--- src/rtl/uwire_pkg.sv ---
package uwire_pkg;
  typedef enum logic [2:0] {
    OP_RD     = 3'd0,
    OP_WR     = 3'd1,
    OP_UNLOCK = 3'd2,
    OP_LOCK   = 3'd3,
    OP_WIPE   = 3'd4
  } uw_op_e;

  localparam int CMD_MAX  = 10;                       // byte-mode instruction
  localparam int DATA_MAX = 16;                       // widest data word
  localparam int FRAME_W  = CMD_MAX - 1 + DATA_MAX;   // longest serial frame
  localparam int LEN_W    = $clog2(FRAME_W + 1);
  localparam int CAPACITY = 128;                      // bytes
endpackage

--- src/rtl/uwire_frame.sv ---
module uwire_frame
  import uwire_pkg::*;
(
  input  uw_op_e                 op,
  input  logic [6:0]             offset,
  input  logic [15:0]            wdata,
  input  logic                   x16,
  input  logic                   long_instr,
  output logic [FRAME_W-1:0]     frame,
  output logic [LEN_W-1:0]       tx_len,
  output logic [LEN_W-1:0]       rx_len
);
  logic [1:0]         opc, sub;
  logic               special;
  logic [6:0]         a7;
  logic [5:0]         a6;
  logic [9:0]         cmd10;
  logic [8:0]         cmd9;
  logic [FRAME_W-1:0] raw;
  logic [LEN_W-1:0]   len;

  always_comb begin
    special = (op == OP_UNLOCK) || (op == OP_LOCK) || (op == OP_WIPE);
    case (op)
      OP_RD:   opc = 2'b10;
      OP_WR:   opc = 2'b01;
      default: opc = 2'b00;
    endcase
    case (op)
      OP_UNLOCK: sub = 2'b11;
      OP_WIPE:   sub = 2'b10;
      default:   sub = 2'b00;
    endcase
    a7    = special ? {sub, 5'b0} : offset;
    a6    = special ? {sub, 4'b0} : offset[6:1];
    cmd10 = {1'b1, opc, a7};
    cmd9  = {1'b1, opc, a6};
    if (x16) begin
      raw = FRAME_W'(cmd9);
      len = LEN_W'(9);
    end else begin
      raw = FRAME_W'(cmd10);
      len = LEN_W'(10);
    end
    if (op == OP_WR) begin
      if (x16) begin
        raw = {cmd9, wdata};
        len = LEN_W'(25);
      end else begin
        raw = FRAME_W'({cmd10, wdata[7:0]});
        len = LEN_W'(18);
      end
    end
    if (special && long_instr) begin
      raw = {raw[FRAME_W-3:0], 2'b00};
      len = len + LEN_W'(2);
    end
    rx_len = (op == OP_RD) ? (x16 ? LEN_W'(16) : LEN_W'(8)) : '0;
    frame  = raw << (LEN_W'(FRAME_W) - len);
    tx_len = len;
  end
endmodule

--- src/rtl/uwire_shifter.sv ---
module uwire_shifter
  import uwire_pkg::*;
#(
  parameter int SK_HALF = 50
) (
  input  logic               clk,
  input  logic               rst_n,
  input  logic               start,
  input  logic [FRAME_W-1:0] frame,
  input  logic [LEN_W-1:0]   tx_len,
  input  logic [LEN_W-1:0]   rx_len,
  input  logic               ee_do,
  output logic               active,
  output logic               sk,
  output logic               di,
  output logic               fin,
  output logic [15:0]        rx_data
);
  localparam int HC_W = (SK_HALF > 1) ? $clog2(SK_HALF) : 1;

  logic               act_q, act_n, sk_q, sk_n, fin_q, fin_n, tick;
  logic [HC_W-1:0]    half_q, half_n;
  logic [LEN_W-1:0]   bit_q, bit_n, txl_q, txl_n, tot_q, tot_n;
  logic [FRAME_W-1:0] sh_q, sh_n;
  logic [15:0]        rx_q, rx_n;

  always_comb begin
    act_n = act_q; sk_n = sk_q; half_n = half_q; bit_n = bit_q;
    sh_n = sh_q; rx_n = rx_q; txl_n = txl_q; tot_n = tot_q; fin_n = 1'b0;
    tick = act_q && (half_q == HC_W'(SK_HALF - 1));
    if (start) begin
      act_n = 1'b1; sk_n = 1'b0; half_n = '0; bit_n = '0;
      sh_n = frame; rx_n = '0; txl_n = tx_len; tot_n = tx_len + rx_len;
    end else if (act_q) begin
      half_n = tick ? '0 : half_q + 1'b1;
      if (tick) begin
        if (!sk_q) begin
          sk_n = 1'b1;
          if (bit_q >= txl_q) rx_n = {rx_q[14:0], ee_do};
        end else begin
          sk_n  = 1'b0;
          sh_n  = sh_q << 1;
          bit_n = bit_q + 1'b1;
          if (bit_q == tot_q - 1'b1) begin
            act_n = 1'b0;
            fin_n = 1'b1;
          end
        end
      end
    end
  end

  always_ff @(posedge clk or negedge rst_n) begin
    if (!rst_n) begin
      act_q <= 1'b0; sk_q <= 1'b0; half_q <= '0; bit_q <= '0; sh_q <= '0;
      rx_q <= '0; txl_q <= '0; tot_q <= '0; fin_q <= 1'b0;
    end else begin
      act_q <= act_n; sk_q <= sk_n; half_q <= half_n; bit_q <= bit_n; sh_q <= sh_n;
      rx_q <= rx_n; txl_q <= txl_n; tot_q <= tot_n; fin_q <= fin_n;
    end
  end

  assign active  = act_q;
  assign sk      = sk_q;
  assign di      = act_q & sh_q[FRAME_W-1];
  assign fin     = fin_q;
  assign rx_data = rx_q;

  a_r12_sk_needs_select: assert property (@(posedge clk) disable iff (!rst_n)
    !act_q |-> !sk_q);
  a_r12_di_held_high_sk: assert property (@(posedge clk) disable iff (!rst_n)
    (sk_q && $past(sk_q)) |-> $stable(di));
endmodule

--- src/rtl/uwire_timer.sv ---
module uwire_timer #(
  parameter int CNT_W = 8
) (
  input  logic             clk,
  input  logic             rst_n,
  input  logic             load,
  input  logic [CNT_W-1:0] len,
  output logic             busy
);
  logic [CNT_W-1:0] cnt_q, cnt_n;

  always_comb begin
    cnt_n = cnt_q;
    if (load)             cnt_n = len;
    else if (cnt_q != '0) cnt_n = cnt_q - 1'b1;
  end

  always_ff @(posedge clk or negedge rst_n) begin
    if (!rst_n) cnt_q <= '0;
    else        cnt_q <= cnt_n;
  end

  assign busy = (cnt_q != '0);

  a_r8_wait_counts_down: assert property (@(posedge clk) disable iff (!rst_n)
    (busy && !load) |=> (cnt_q == $past(cnt_q) - 1'b1));
endmodule

--- src/rtl/uwire_eeprom_ctrl.sv ---
module uwire_eeprom_ctrl
  import uwire_pkg::*;
#(
  parameter int SK_HALF       = 50,
  parameter int CS_IDLE_CYC   = 25,
  parameter int PROG_WAIT_CYC = 600000
) (
  input  logic        clk,
  input  logic        rst_n,
  input  logic        mode_x16,
  input  logic        long_instr,
  input  logic        req_valid,
  output logic        req_ready,
  input  logic [2:0]  req_op,
  input  logic [7:0]  req_offset,
  input  logic [15:0] req_wdata,
  output logic        done,
  output logic        err,
  output logic [15:0] rdata,
  output logic        ee_cs,
  output logic        ee_sk,
  output logic        ee_di,
  input  logic        ee_do
);
  localparam int TMR_MAX = (PROG_WAIT_CYC > CS_IDLE_CYC) ? PROG_WAIT_CYC : CS_IDLE_CYC;
  localparam int TW      = $clog2(TMR_MAX + 1);

  typedef enum logic [1:0] {ST_IDLE, ST_SHIFT, ST_WAIT} st_e;

  logic [1:0]         rs_q;
  logic               rst_i;
  st_e                st_q, st_n;
  uw_op_e             op;
  logic               bad, start, tmr_load, tmr_busy, sh_act, sh_fin;
  logic               done_q, done_n, err_q, err_n, is_rd_q, is_rd_n, slow_q, slow_n;
  logic [15:0]        rdata_q, rdata_n, rx;
  logic [TW-1:0]      tmr_len;
  logic [FRAME_W-1:0] frame;
  logic [LEN_W-1:0]   tx_len, rx_len;

  // asynchronous assert, synchronous release
  always_ff @(posedge clk or negedge rst_n) begin
    if (!rst_n) rs_q <= 2'b00;
    else        rs_q <= {rs_q[0], 1'b1};
  end
  assign rst_i = rs_q[1];

  assign op  = uw_op_e'(req_op);
  assign bad = (req_op > 3'd4) ||
               (((op == OP_RD) || (op == OP_WR)) && (req_offset >= 8'(CAPACITY)));

  uwire_frame u_frame (
    .op(op), .offset(req_offset[6:0]), .wdata(req_wdata), .x16(mode_x16),
    .long_instr(long_instr), .frame(frame), .tx_len(tx_len), .rx_len(rx_len)
  );

  uwire_shifter #(.SK_HALF(SK_HALF)) u_shift (
    .clk(clk), .rst_n(rst_i), .start(start), .frame(frame), .tx_len(tx_len),
    .rx_len(rx_len), .ee_do(ee_do), .active(sh_act), .sk(ee_sk), .di(ee_di),
    .fin(sh_fin), .rx_data(rx)
  );

  uwire_timer #(.CNT_W(TW)) u_timer (
    .clk(clk), .rst_n(rst_i), .load(tmr_load), .len(tmr_len), .busy(tmr_busy)
  );

  always_comb begin
    st_n = st_q; done_n = 1'b0; err_n = 1'b0; rdata_n = rdata_q;
    is_rd_n = is_rd_q; slow_n = slow_q; start = 1'b0; tmr_load = 1'b0;
    tmr_len = slow_q ? TW'(PROG_WAIT_CYC) : TW'(CS_IDLE_CYC);
    case (st_q)
      ST_IDLE: if (req_valid) begin
        if (bad) begin
          done_n = 1'b1;
          err_n  = 1'b1;
        end else begin
          start   = 1'b1;
          st_n    = ST_SHIFT;
          is_rd_n = (op == OP_RD);
          slow_n  = (op == OP_WR) || (op == OP_WIPE);
        end
      end
      ST_SHIFT: if (sh_fin) begin
        st_n     = ST_WAIT;
        tmr_load = 1'b1;
        done_n   = 1'b1;
        if (is_rd_q) rdata_n = rx;
      end
      default: if (!tmr_busy) st_n = ST_IDLE;
    endcase
  end

  always_ff @(posedge clk or negedge rst_i) begin
    if (!rst_i) begin
      st_q <= ST_IDLE; done_q <= 1'b0; err_q <= 1'b0; rdata_q <= '0;
      is_rd_q <= 1'b0; slow_q <= 1'b0;
    end else begin
      st_q <= st_n; done_q <= done_n; err_q <= err_n; rdata_q <= rdata_n;
      is_rd_q <= is_rd_n; slow_q <= slow_n;
    end
  end

  assign req_ready = (st_q == ST_IDLE);
  assign done      = done_q;
  assign err       = err_q;
  assign rdata     = rdata_q;
  assign ee_cs     = sh_act;

  a_r11_no_accept_on_wire: assert property (@(posedge clk) disable iff (!rst_i)
    ee_cs |-> !req_ready);
  a_r8_wait_keeps_quiet: assert property (@(posedge clk) disable iff (!rst_i)
    tmr_busy |-> (!ee_cs && !req_ready));
  a_r10_err_only_with_done: assert property (@(posedge clk) disable iff (!rst_i)
    err |-> done);
  a_r7_done_single_cycle: assert property (@(posedge clk) disable iff (!rst_i)
    (done && !err) |=> !done);
endmodule

--- config.mk ---
export PLATFORM = sky130hd
export DESIGN_NAME = uwire_eeprom_ctrl
export DESIGN_NICKNAME = d
export VERILOG_FILES = /design/src/rtl/uwire_pkg.sv /design/src/rtl/uwire_frame.sv /design/src/rtl/uwire_shifter.sv /design/src/rtl/uwire_timer.sv /design/src/rtl/uwire_eeprom_ctrl.sv
export SDC_FILE = /design/constraint.sdc
export NUM_CORES = 1
export LEC_CHECK = 0
export ABC_AREA = 1
export BUFFER_PORTS_ARGS = -buffer_cell sky130_fd_sc_hd__buf_2
export CORE_ASPECT_RATIO = 1.1
export CORE_MARGIN = 2
export CORE_UTILIZATION = 60
export CTS_BUF_LIST = sky130_fd_sc_hd__clkbuf_8
export DETAILED_ROUTE_END_ITERATION = 7
export PLACE_DENSITY = 0.8
export SLEW_MARGIN = 10
export SYNTH_ARGS = -nofsm -noshare
export SYNTH_HDL_FRONTEND = slang
export SYNTH_SLANG_ARGS = --single-unit
--- constraint.sdc ---
create_clock -name clk -period 4.7 [get_ports clk]
set_input_delay 0.94 -clock clk [delete_from_list [all_inputs] [get_ports clk]]
set_output_delay 0.94 -clock clk [all_outputs]
set_load 0.05 [all_outputs]
==> impl_metrics.ini, run 1 <==
[clock_tree]
cts_hold_buf = 0
cts-buffers-inserted = 9
insertion_delay_ns = 0.39
clock_sinks = 106
cts_buffer_depth = 2
cts_setup_buffers = 0
root_buffer = clkbuf_8
htreeDepth = 3
path_clk_slew_ns = 0.11
cts_resized = 0
cts_tree = built

[final_layout]
syn2layout_area_growth_pct = 8.31
final_cell_mix = nand2_1, nand3_1, dfrtp_1
layout-drive-gt1-share = 0.131
layout_commonest_cell = nand2_1
num_antenna_cells = 0
fin_nets = 951

[setup_path]
arrival_ns = 3.83
cp-end-kind = register
worst_setup_path_start_kind = input port
crit_fanout = 25
critical_path_class = input port to register
worstPathRequired_ns = 4.99

[sta]
min_period_ns = 3.54
min_period_over_period = 0.753
hold_violations = 0
grt_setup_unrepaired = false
fin_setup_tns_ns = 0
max_freq_mhz = 283
final.setup_skew_ns = 0.0112
max_slew.worst_pin.slew_ns = 0.871
slew_headroom = 0.419
slew_violations = 0
setup_viol = 0

[placed_design]
portBuffers = 54
routabilityCongestion = 1.01
dp_hpwl_um = 12000

[synth]
syn_inst = 874
synthArstFlopShare = 1.00
synth_edf_count = 0
synth_nets = 920
yosys_warnings = 0
yosysUniqueCellTypes = 50
synth_area_per_cell_um2 = 7.39
synth_seq_cells = 106
syn_area_um2 = 6460
yosys_most_used_dff = dfrtp_1
synth-seq-area-share = 0.411

[drt]
wl_um = 16500
vias = 6139
drt-initial-drc-count = 454
drc = 0
routedWlPerCell_um = 15.7
dr.pass1.iters = 5
antenna_left = 0
vias_per_cell = 5.83

[power_and_ir_drop]
finalPower_mw = 2.65
ir_worst_vdd_mv = 0.171
powerDensity_nw_per_um2 = 379
power_leakage_nw = 3.58

[floorplan]
rows = 39
die_w_um = 103
die-area_um2 = 11600
start_util = 0.618
num_io_pins = 55
core_area_um2 = 10400
fp.dieH_um = 113

[global_route]
gr-usage-all-layers = 0.297
grt_overflow = 0
antenna_found_initial = 0
grt_pass1_vias = 5922
grt_pass1_wl_um = 27500
grt_max_degree = 69

[run_status]
status = finished clean

[flow_run]
max-cap-violations = 0

[worst_hold_path]
hold_path_class = input port to async pin
-- cell usage after synthesis, types with 10 or more instances --
| cell type | number | area [µm²] |
|---|---|---|
| nand2_1 | 185 | 694 |
| nand3_1 | 113 | 566 |
| dfrtp_1 | 106 | 2650 |
| inv_1 | 88 | 330 |
| nor2_1 | 82 | 308 |
| o21ai_0 | 66 | 330 |
| a21oi_1 | 41 | 205 |
| nand4_1 | 23 | 144 |
| buf_2 | 16 | 80.1 |
| clkbuf_1 | 13 | 48.8 |
| ha_1 | 13 | 163 |
| o31ai_1 | 12 | 90.1 |
| inv_2 | 11 | 41.3 |
| nor3_1 | 10 | 50.1 |
-- kinds of logic (layout without fill, tap and decap cells) --
logic type	Yosys count	count (layout)	synth area share
adders and majority gates	13	13	0.0252
muxes	9	9	0.0153
AOI/OAI and AO/OA	151	151	0.135
DFF	106	106	0.411
and+or+nand+nor	443	443	0.309
buffers and inverters	137	173	0.0841
xor gates and xnor gates	14	14	0.0190
other	1	1	0.000581
-- through the flow --
stage               instance area [µm²]  instances  setup WS [ns]   util  hold WS, ns
finish                             6990       1053           1.16  0.670        0.314
global route                       6990       1053          0.808  0.670        0.297
CTS                                6990       1053           1.24  0.670        0.305
detailed placement                 6760       1037          0.829  0.648        0.348
global placement                   6760       1037          0.955  0.648        0.340
floorplan                          6460        874           1.53      -        0.331
-- layout make-up --
cell class / instances / area, µm²
fillers: 931 / 3450
multi-input cells: 631 / 3260
flip-flops and latches: 106 / 2660
inverters: 100 / 375
repair buffers: 57 / 293
well taps: 143 / 179
clock buffers: 11 / 151
clock inverters: 5 / 77.6
-- critical path, stage by stage --
cell and delay (ns):
buf_2 0.16, inv_1 0.08, nand2_2 0.12, nand2_4 0.09, nand2_2 0.20, inv_2 0.11, ha_1 0.74, inv_1 0.53
o211ai_1 0.29, o21ai_0 0.13, nor2_1 0.19, nand3_1 0.13, nand2_1 0.07, nand2_1 0.05
-- path summary, 6_finish.rpt --
check | start | end | slack (ns) | depth (start not counted)
setup / recovery | req_op[2] | u_shift.sh_q[22]$_DFFE_PN0P_ | 1.16 | 14
hold / removal | rst_n | rs_q[1]$_DFF_PN0_ | 0.31 | 1
setup reg to reg | st_q[1]$_DFFE_PN0P_ | u_shift.sh_q[4]$_DFFE_PN0P_ | 2.14 | 9
hold reg to reg | rs_q[0]$_DFF_PN0_ | rs_q[1]$_DFF_PN0_ | 0.37 | 0
max in group asynchronous | rs_q[1]$_DFF_PN0_ | u_shift.sh_q[7]$_DFFE_PN0P_ | 3.21 | 1
min in group clk | rs_q[0]$_DFF_PN0_ | rs_q[1]$_DFF_PN0_ | 0.37 | 0
-- registers in the layout (all words and copies together), names as in the netlist --
name             count
u_shift.sh_q        25
u_timer.cnt_q       20
rdata               16
u_shift.rx_data     16
u_shift.half_q       6
u_shift.bit_q        5
u_shift.tot_q        5
rs_q                 2
st_q                 2
u_shift.txl_q        2
done                 1
err                  1
is_rd_q              1
slow_q               1
u_shift.active       1
u_shift.fin          1
u_shift.sk           1
-- routing by layer --
layer,global-route usage,routed length (µm),up-vias
li1,-,-,2953
met1,0.401,7030,2903
met2,0.476,7970,242
met3,0.0568,1070,41
met4,0.109,418,0
met5,0,0,-
-- power by group --
part / leakage, nW / internal (mW) / switching [mW]
sequential: 1.34 / 1.10 / 0.154
clock: 0.121 / 0.329 / 0.326
combinational: 2.12 / 0.267 / 0.477
total: 3.58 / 1.70 / 0.957
No activity file was read; power rests on OpenSTA's default activity.
==> run 2, diff against run 1 <==
--- a/config.mk
+++ b/config.mk
@@ -9,10 +9,10 @@
 export BUFFER_PORTS_ARGS = -buffer_cell sky130_fd_sc_hd__buf_2
 export CORE_ASPECT_RATIO = 1.1
 export CORE_MARGIN = 2
-export CORE_UTILIZATION = 60
+export CORE_UTILIZATION = 56
 export CTS_BUF_LIST = sky130_fd_sc_hd__clkbuf_8
 export DETAILED_ROUTE_END_ITERATION = 7
-export PLACE_DENSITY = 0.8
+export PLACE_DENSITY = 0.78
 export SLEW_MARGIN = 10
 export SYNTH_ARGS = -nofsm -noshare
 export SYNTH_HDL_FRONTEND = slang
==> constraint.sdc (replaced) <==
create_clock -name clk -period 3 [get_ports clk]
set_input_delay 0.6 -clock clk [delete_from_list [all_inputs] [get_ports clk]]
set_output_delay 0.6 -clock clk [all_outputs]
set_load 0.05 [all_outputs]
==> impl_metrics.ini, run 2 (synthesized netlist as in run 1, its figures left out) <==
[clock_tree]
cts-buffers-inserted = 9
cts_resized = 0
clock_sinks = 106
cts_tree = built
htreeDepth = 3
root_buffer = clkbuf_8
insertion_delay_ns = 0.39
path_clk_slew_ns = 0.11
cts_buffer_depth = 2

[setup_path]
worstPathRequired_ns = 3.33
arrival_ns = 2.83
critical_path_class = register to register
critical_path_buf_inv_count = 2
worst_setup_path_start_kind = register
crit_top_cell = nand2_1
crit_slowest_cell = dfrtp_1
crit_fanout = 24
cp_num_cells = 11
path_cells = ha_1 > nand2_1 > nor3_1 > nand3_1 > nor2_4 > inv_2 > nand2_1 > inv_2 > nor2_1 > nand2_1 > nand2_1
critPathMaxStageDelay_ns = 0.45
cp-end-kind = register
reg2reg_depth = 11
critPathTopFamily = simple AND/OR/NAND/NOR gates

[floorplan]
rows = 41
die_w_um = 106
start_util = 0.569
fp.dieH_um = 117
die-area_um2 = 12400
num_io_pins = 55
core_area_um2 = 11300

[sta]
min_period_over_period = 0.834
final.setup_skew_ns = 0.0147
hold_violations = 0
max_slew.worst_pin.slew_ns = 0.725
grt_setup_unrepaired = false
slew_headroom = 0.516
fin_setup_tns_ns = 0
slew_violations = 0
min_period_ns = 2.50
max_freq_mhz = 400
setup_viol = 0

[final_layout]
num_antenna_cells = 0
syn2layout_area_growth_pct = 9.50
layout_commonest_cell = nand2_1
fin_nets = 964
largest_register_ffs = 25
top_regs = u_shift.sh_q: 25 flops, u_timer.cnt_q: 20 flops
fin_util = 0.624
regMostFlops = u_shift.sh_q
final_cell_mix = nand2_1, nand3_1, dfrtp_1
layout-drive-gt1-share = 0.142

[drt]
vias_per_cell = 5.57
drt-initial-drc-count = 446
dr.pass1.iters = 5
wl_um = 15700
antenna_left = 0
drc = 0
routedWlPerCell_um = 14.6
vias = 5977

[placed_design]
portBuffers = 54
dp_hpwl_um = 11700
routabilityCongestion = 0.942

[global_route]
grt_max_degree = 55
grt_pass1_wl_um = 26800
grt_overflow = 0
grt_pass1_vias = 5629
gr-usage-all-layers = 0.272
antenna_found_initial = 0

[power_and_ir_drop]
power.switching_mw = 1.51
powerDensity_nw_per_um2 = 563
power_frac_clock = 0.216
pwr-share-seq = 0.493
power_leakage_nw = 3.62
p_int_mw = 2.47
pwr-share-comb = 0.291
ir_worst_vdd_mv = 0.283
swShare = 0.380

[worst_hold_path]
hold_depth = 0
hold_path_class = register to register

[flow_run]
max-cap-violations = 0

[run_status]
status = finished clean
[run 2: cell types whose count changed in the layout (fill, tap and decap cells not counted)]
cell and delta:
buf_4 +11, inv_6 +2, clkinv_2 -1, buf_12 +1, bufinv_16 -2, clkinvlp_4 +1
dlygate4sd3_1 +1, clkbuf_8 -2, inv_8 +2
[run 2: area by class of cell]
type | instances | area, µm²
Fill cell | 1039 | 4270
Multi-Input combinational cell | 631 | 3260
Sequential cell | 106 | 2660
Timing Repair Buffer | 70 | 405
Inverter | 100 | 375
Tap cell | 150 | 188
Clock buffer | 9 | 124
Clock inverter | 7 | 60.1
[run 2: timing repair]
action | CTS | global route
hold buffers | 1 | 0
hold endpoints to repair | 2 | 0
buffers inserted | 0 | 0
[run 2: power by group through the flow]
stage / clock network (mW) / logic [mW] / registers [mW]
2_1_floorplan: 0 / 0.873 / 1.97
5_1_grt: 0.940 / 1.34 / 2.01
3_3_place_gp: 0 / 1.13 / 1.99
3_5_place_dp: 0 / 1.16 / 1.99
6_report: 0.859 / 1.16 / 1.96
4_1_cts: 0.879 / 1.16 / 1.96
[run 2: final timing paths]
kind | start | end | slack (ns)
min reg2reg | rs_q[0]$_DFF_PN0_ | rs_q[1]$_DFF_PN0_ | 0.37
min in group asynchronous | rs_q[1]$_DFF_PN0_ | u_timer.cnt_q[3]$_DFFE_PN0P_ | 0.39
max | u_shift.half_q[0]$_DFFE_PN0P_ | u_shift.sh_q[20]$_DFFE_PN0P_ | 0.50
max in group asynchronous | rs_q[1]$_DFF_PN0_ | u_shift.half_q[4]$_DFFE_PN0P_ | 1.90
max reg2reg | u_shift.half_q[0]$_DFFE_PN0P_ | u_shift.sh_q[20]$_DFFE_PN0P_ | 0.50
min | rs_q[0]$_DFF_PN0_ | rs_q[1]$_DFF_PN0_ | 0.37
[run 2: through the flow]
| step | std cells | hold WS (ns) | power (mW) | setup WS [ns] | cell area [µm²] |
|---|---|---|---|---|---|
| after detailed placement | 1056 | 0.344 | 3.15 | 0.348 | 6880 |
| after global placement | 1056 | 0.335 | 3.11 | 0.373 | 6880 |
| after CTS | 1073 | 0.373 | 4.01 | 0.532 | 7070 |
| final | 1073 | 0.369 | 3.98 | 0.499 | 7070 |
| after floorplan | 874 | 0.304 | 2.85 | 0.512 | 6460 |
| after global routing | 1073 | 0.379 | 4.30 | 0.235 | 7070 |
[run 2: metal layers]
metal  vias up  global-route usage  routed length (µm)
li1       2986                   -                   -
met1      2768               0.364                7090
met2       192               0.453                7440
met3        31              0.0396                 746
met4         0               0.100                 387
met5         -                   0                   0
==> run 3, diff against run 2 <==
--- a/config.mk
+++ b/config.mk
@@ -5,7 +5,7 @@
 export SDC_FILE = /design/constraint.sdc
 export NUM_CORES = 1
 export LEC_CHECK = 0
-export ABC_AREA = 1
+export ABC_AREA = 0
 export BUFFER_PORTS_ARGS = -buffer_cell sky130_fd_sc_hd__buf_2
 export CORE_ASPECT_RATIO = 1.1
 export CORE_MARGIN = 2
==> constraint.sdc (replaced) <==
create_clock -name clk -period 2.1 [get_ports clk]
set_input_delay 0.42 -clock clk [delete_from_list [all_inputs] [get_ports clk]]
set_output_delay 0.42 -clock clk [all_outputs]
set_load 0.05 [all_outputs]
==> impl_metrics.ini, run 3 <==
[clock_tree]
htreeDepth = 3
root_buffer = clkbuf_8
cts-buffers-inserted = 9
clock_sinks = 106
cts_buffer_depth = 2
cts_tree = built
path_clk_slew_ns = 0.12
insertion_delay_ns = 0.40

[global_route]
gr-usage-all-layers = 0.368
grt_overflow = 0
grt_pass1_wl_um = 37000
grt_pass1_vias = 7051
grt_max_degree = 91
antenna_found_initial = 1

[final_layout]
regMostFlops = u_shift.sh_q
nFillCells = 656
post-route-cell-area_um2 = 9490
syn2layout_area_growth_pct = 42.5
top_regs = u_shift.sh_q: 25 flops, u_timer.cnt_q: 20 flops
fin_nets = 999
layout_commonest_cell = buf_4
num_antenna_cells = 0
largest_register_ffs = 25
final_cell_mix = buf_4, dfrtp_1, nand2_1
layout-drive-gt1-share = 0.435

[synth]
synth.area.top_cells = dfrtp_1, mux2i_1, nand2_1
yosysUniqueCellTypes = 73
yosys_warnings = 0
yosys_most_used_dff = dfrtp_1
synth_top_area_frac = 0.398
synth_common_cells = dfrtp_1, nand2_1, nor2_1, a21oi_1, mux2i_1
synth-seq-area-share = 0.398
syn_area_um2 = 6660
syn_inst = 744
synth_nets = 790
synth_area_per_cell_um2 = 8.95
synth_area_leader_cell = dfrtp_1
synth.most_common_cell = dfrtp_1
synth_edf_count = 0
synthArstFlopShare = 1.00
synth_seq_cells = 106

[floorplan]
die-area_um2 = 12800
rows = 41
num_io_pins = 55
fp.dieH_um = 118
start_util = 0.577
core_area_um2 = 11500
die_w_um = 108

[sta]
hold_violations = 0
grt_setup_unrepaired = true
max_freq_mhz = 381
slew_headroom = 0.521
final.setup_skew_ns = 0.0172
setup_viol = 44
fin_ws_ns = -0.526
max_slew.worst_pin.slew_ns = 0.716
slew_violations = 0
fin_setup_tns_ns = -8.90
min_period_ns = 2.63
min_period_over_period = 1.25

[drt]
drc = 0
drt-initial-drc-count = 727
vias_per_cell = 6.51
dr.pass1.iters = 5
routedWlPerCell_um = 22.7
wl_um = 25200
antenna_left = 0
vias = 7217

[run_status]
status = complete, but fails checks
violations = negative setup slack

[power_and_ir_drop]
p_int_mw = 3.13
pwr-share-comb = 0.238
power_leakage_nw = 4.12
power_frac_clock = 0.308
power.switching_mw = 1.38
swShare = 0.306
finalPower_mw = 4.52
pwr-share-seq = 0.454
powerDensity_nw_per_um2 = 476
ir_worst_vdd_mv = 0.502

[setup_path]
critPathMaxStageDelay_ns = 0.54
worstPathRequired_ns = 2.37
crit_slowest_cell = or4_4
path_cells = or4_4 > or4_4 > buf_4 > buf_6 > nor3b_4 > buf_6 > nor3_1 > a21oi_1 > nor2_1
critical_path_class = register to register
arrival_ns = 2.90
critical_path_buf_inv_count = 3
cp-end-kind = register
worst_setup_path_start_kind = register
crit_fanout = 5
critPathTopFamily = simple AND/OR/NAND/NOR gates

[placed_design]
placed_area_um2 = 8310
routabilityCongestion = 0.975
dp_hpwl_um = 15900
portBuffers = 54

[flow_run]
max-cap-violations = 0

[worst_hold_path]
hold_path_class = register to async pin
[run 3: cell types whose count changed after synthesis, moves of 10 or more]
cell	delta
a211oi_1	+10
a31oi_1	+10
clkbuf_1	+21
inv_1	-73
inv_2	-11
mux2_2	+17
mux2i_1	+40
nand2_1	-106
nand2b_1	+14
nand3_1	-102
nand4_1	-16
o21ai_0	-30
xnor2_1	+13
[run 3: power groups by stage]
| stage | clock network, mW | registers, mW | logic [mW] |
|---|---|---|---|
| after floorplan | 0 | 2.11 | 0.386 |
| after global placement | 0 | 2.09 | 0.820 |
| after detailed placement | 0 | 2.09 | 0.821 |
| after CTS | 1.39 | 2.05 | 0.874 |
| after global routing | 1.48 | 2.05 | 1.13 |
| final | 1.39 | 2.05 | 1.08 |
[run 3: path summary, 6_finish.rpt]
kind	start	end	slack, ns	cells after the start
setup / recovery	u_timer.cnt_q[12]$_DFFE_PN0P_	u_timer.cnt_q[5]$_DFFE_PN0P_	-0.53	9
hold / removal	rs_q[1]$_DFF_PN0_	rdata[12]$_DFFE_PN0P_	0.19	0
setup reg to reg	u_timer.cnt_q[12]$_DFFE_PN0P_	u_timer.cnt_q[5]$_DFFE_PN0P_	-0.53	9
hold reg to reg	rs_q[1]$_DFF_PN0_	rdata[12]$_DFFE_PN0P_	0.19	0
max in group asynchronous	rs_q[1]$_DFF_PN0_	u_timer.cnt_q[4]$_DFFE_PN0P_	1.13	1
min in group clk	ee_do	u_shift.rx_data[0]$_DFFE_PN0P_	0.30	3
[run 3: per-stage QoR]
stage / cells / utilization / setup WS (ns) / hold WS (ns)
2_1_floorplan: 744 / - / -0.495 / 0.124
3_3_place_gp: 1063 / 0.720 / -0.650 / 0.180
5_1_grt: 1108 / 0.822 / -0.584 / 0.214
4_1_cts: 1093 / 0.770 / -0.356 / 0.192
6_report: 1108 / 0.822 / -0.526 / 0.192
3_5_place_dp: 1063 / 0.720 / -0.615 / 0.183
[run 3: kinds of logic after synthesis]
family                   Yosys count  share of synthesized area
AO/OA/AOI/OAI                    192                      0.191
flip-flops                       106                      0.398
XOR/XNOR                          26                     0.0342
adder cells (fa/ha/maj)           13                     0.0244
other                              1                   0.000563
AND/OR/NAND/NOR                  274                      0.208
buffers and inverters             66                     0.0402
multiplexers                      66                      0.104
[run 3: repair_timing]
action                                  in CTS  in global routing
endpoints found under the setup margin      46                 68
pin swaps                                   23                 55
gates resized for setup                     51                111
hold buffers                                 1                  0
cloned                                       1                  2
hold endpoints to repair                     2                  0
setup buffers                               12                 18
[run 3: cell type report]
type	instances	area [µm²]	share of cell area
tap	150	188	0.0198
inverter	18	82.6	0.00870
clock inverter	7	95.1	0.0100
multi-input combinational	572	4420	0.466
timing repair buffer	246	1920	0.203
clock buffer	9	124	0.0130
sequential	106	2660	0.280
[run 3: per-layer routing]
layer,global-route usage,part of all wire,vias to the layer above
met5,0,0,-
met4,0.170,0.059,0
met3,0.0629,0.080,126
met2,0.606,0.49,503
met1,0.468,0.37,3448
li1,-,-,3140
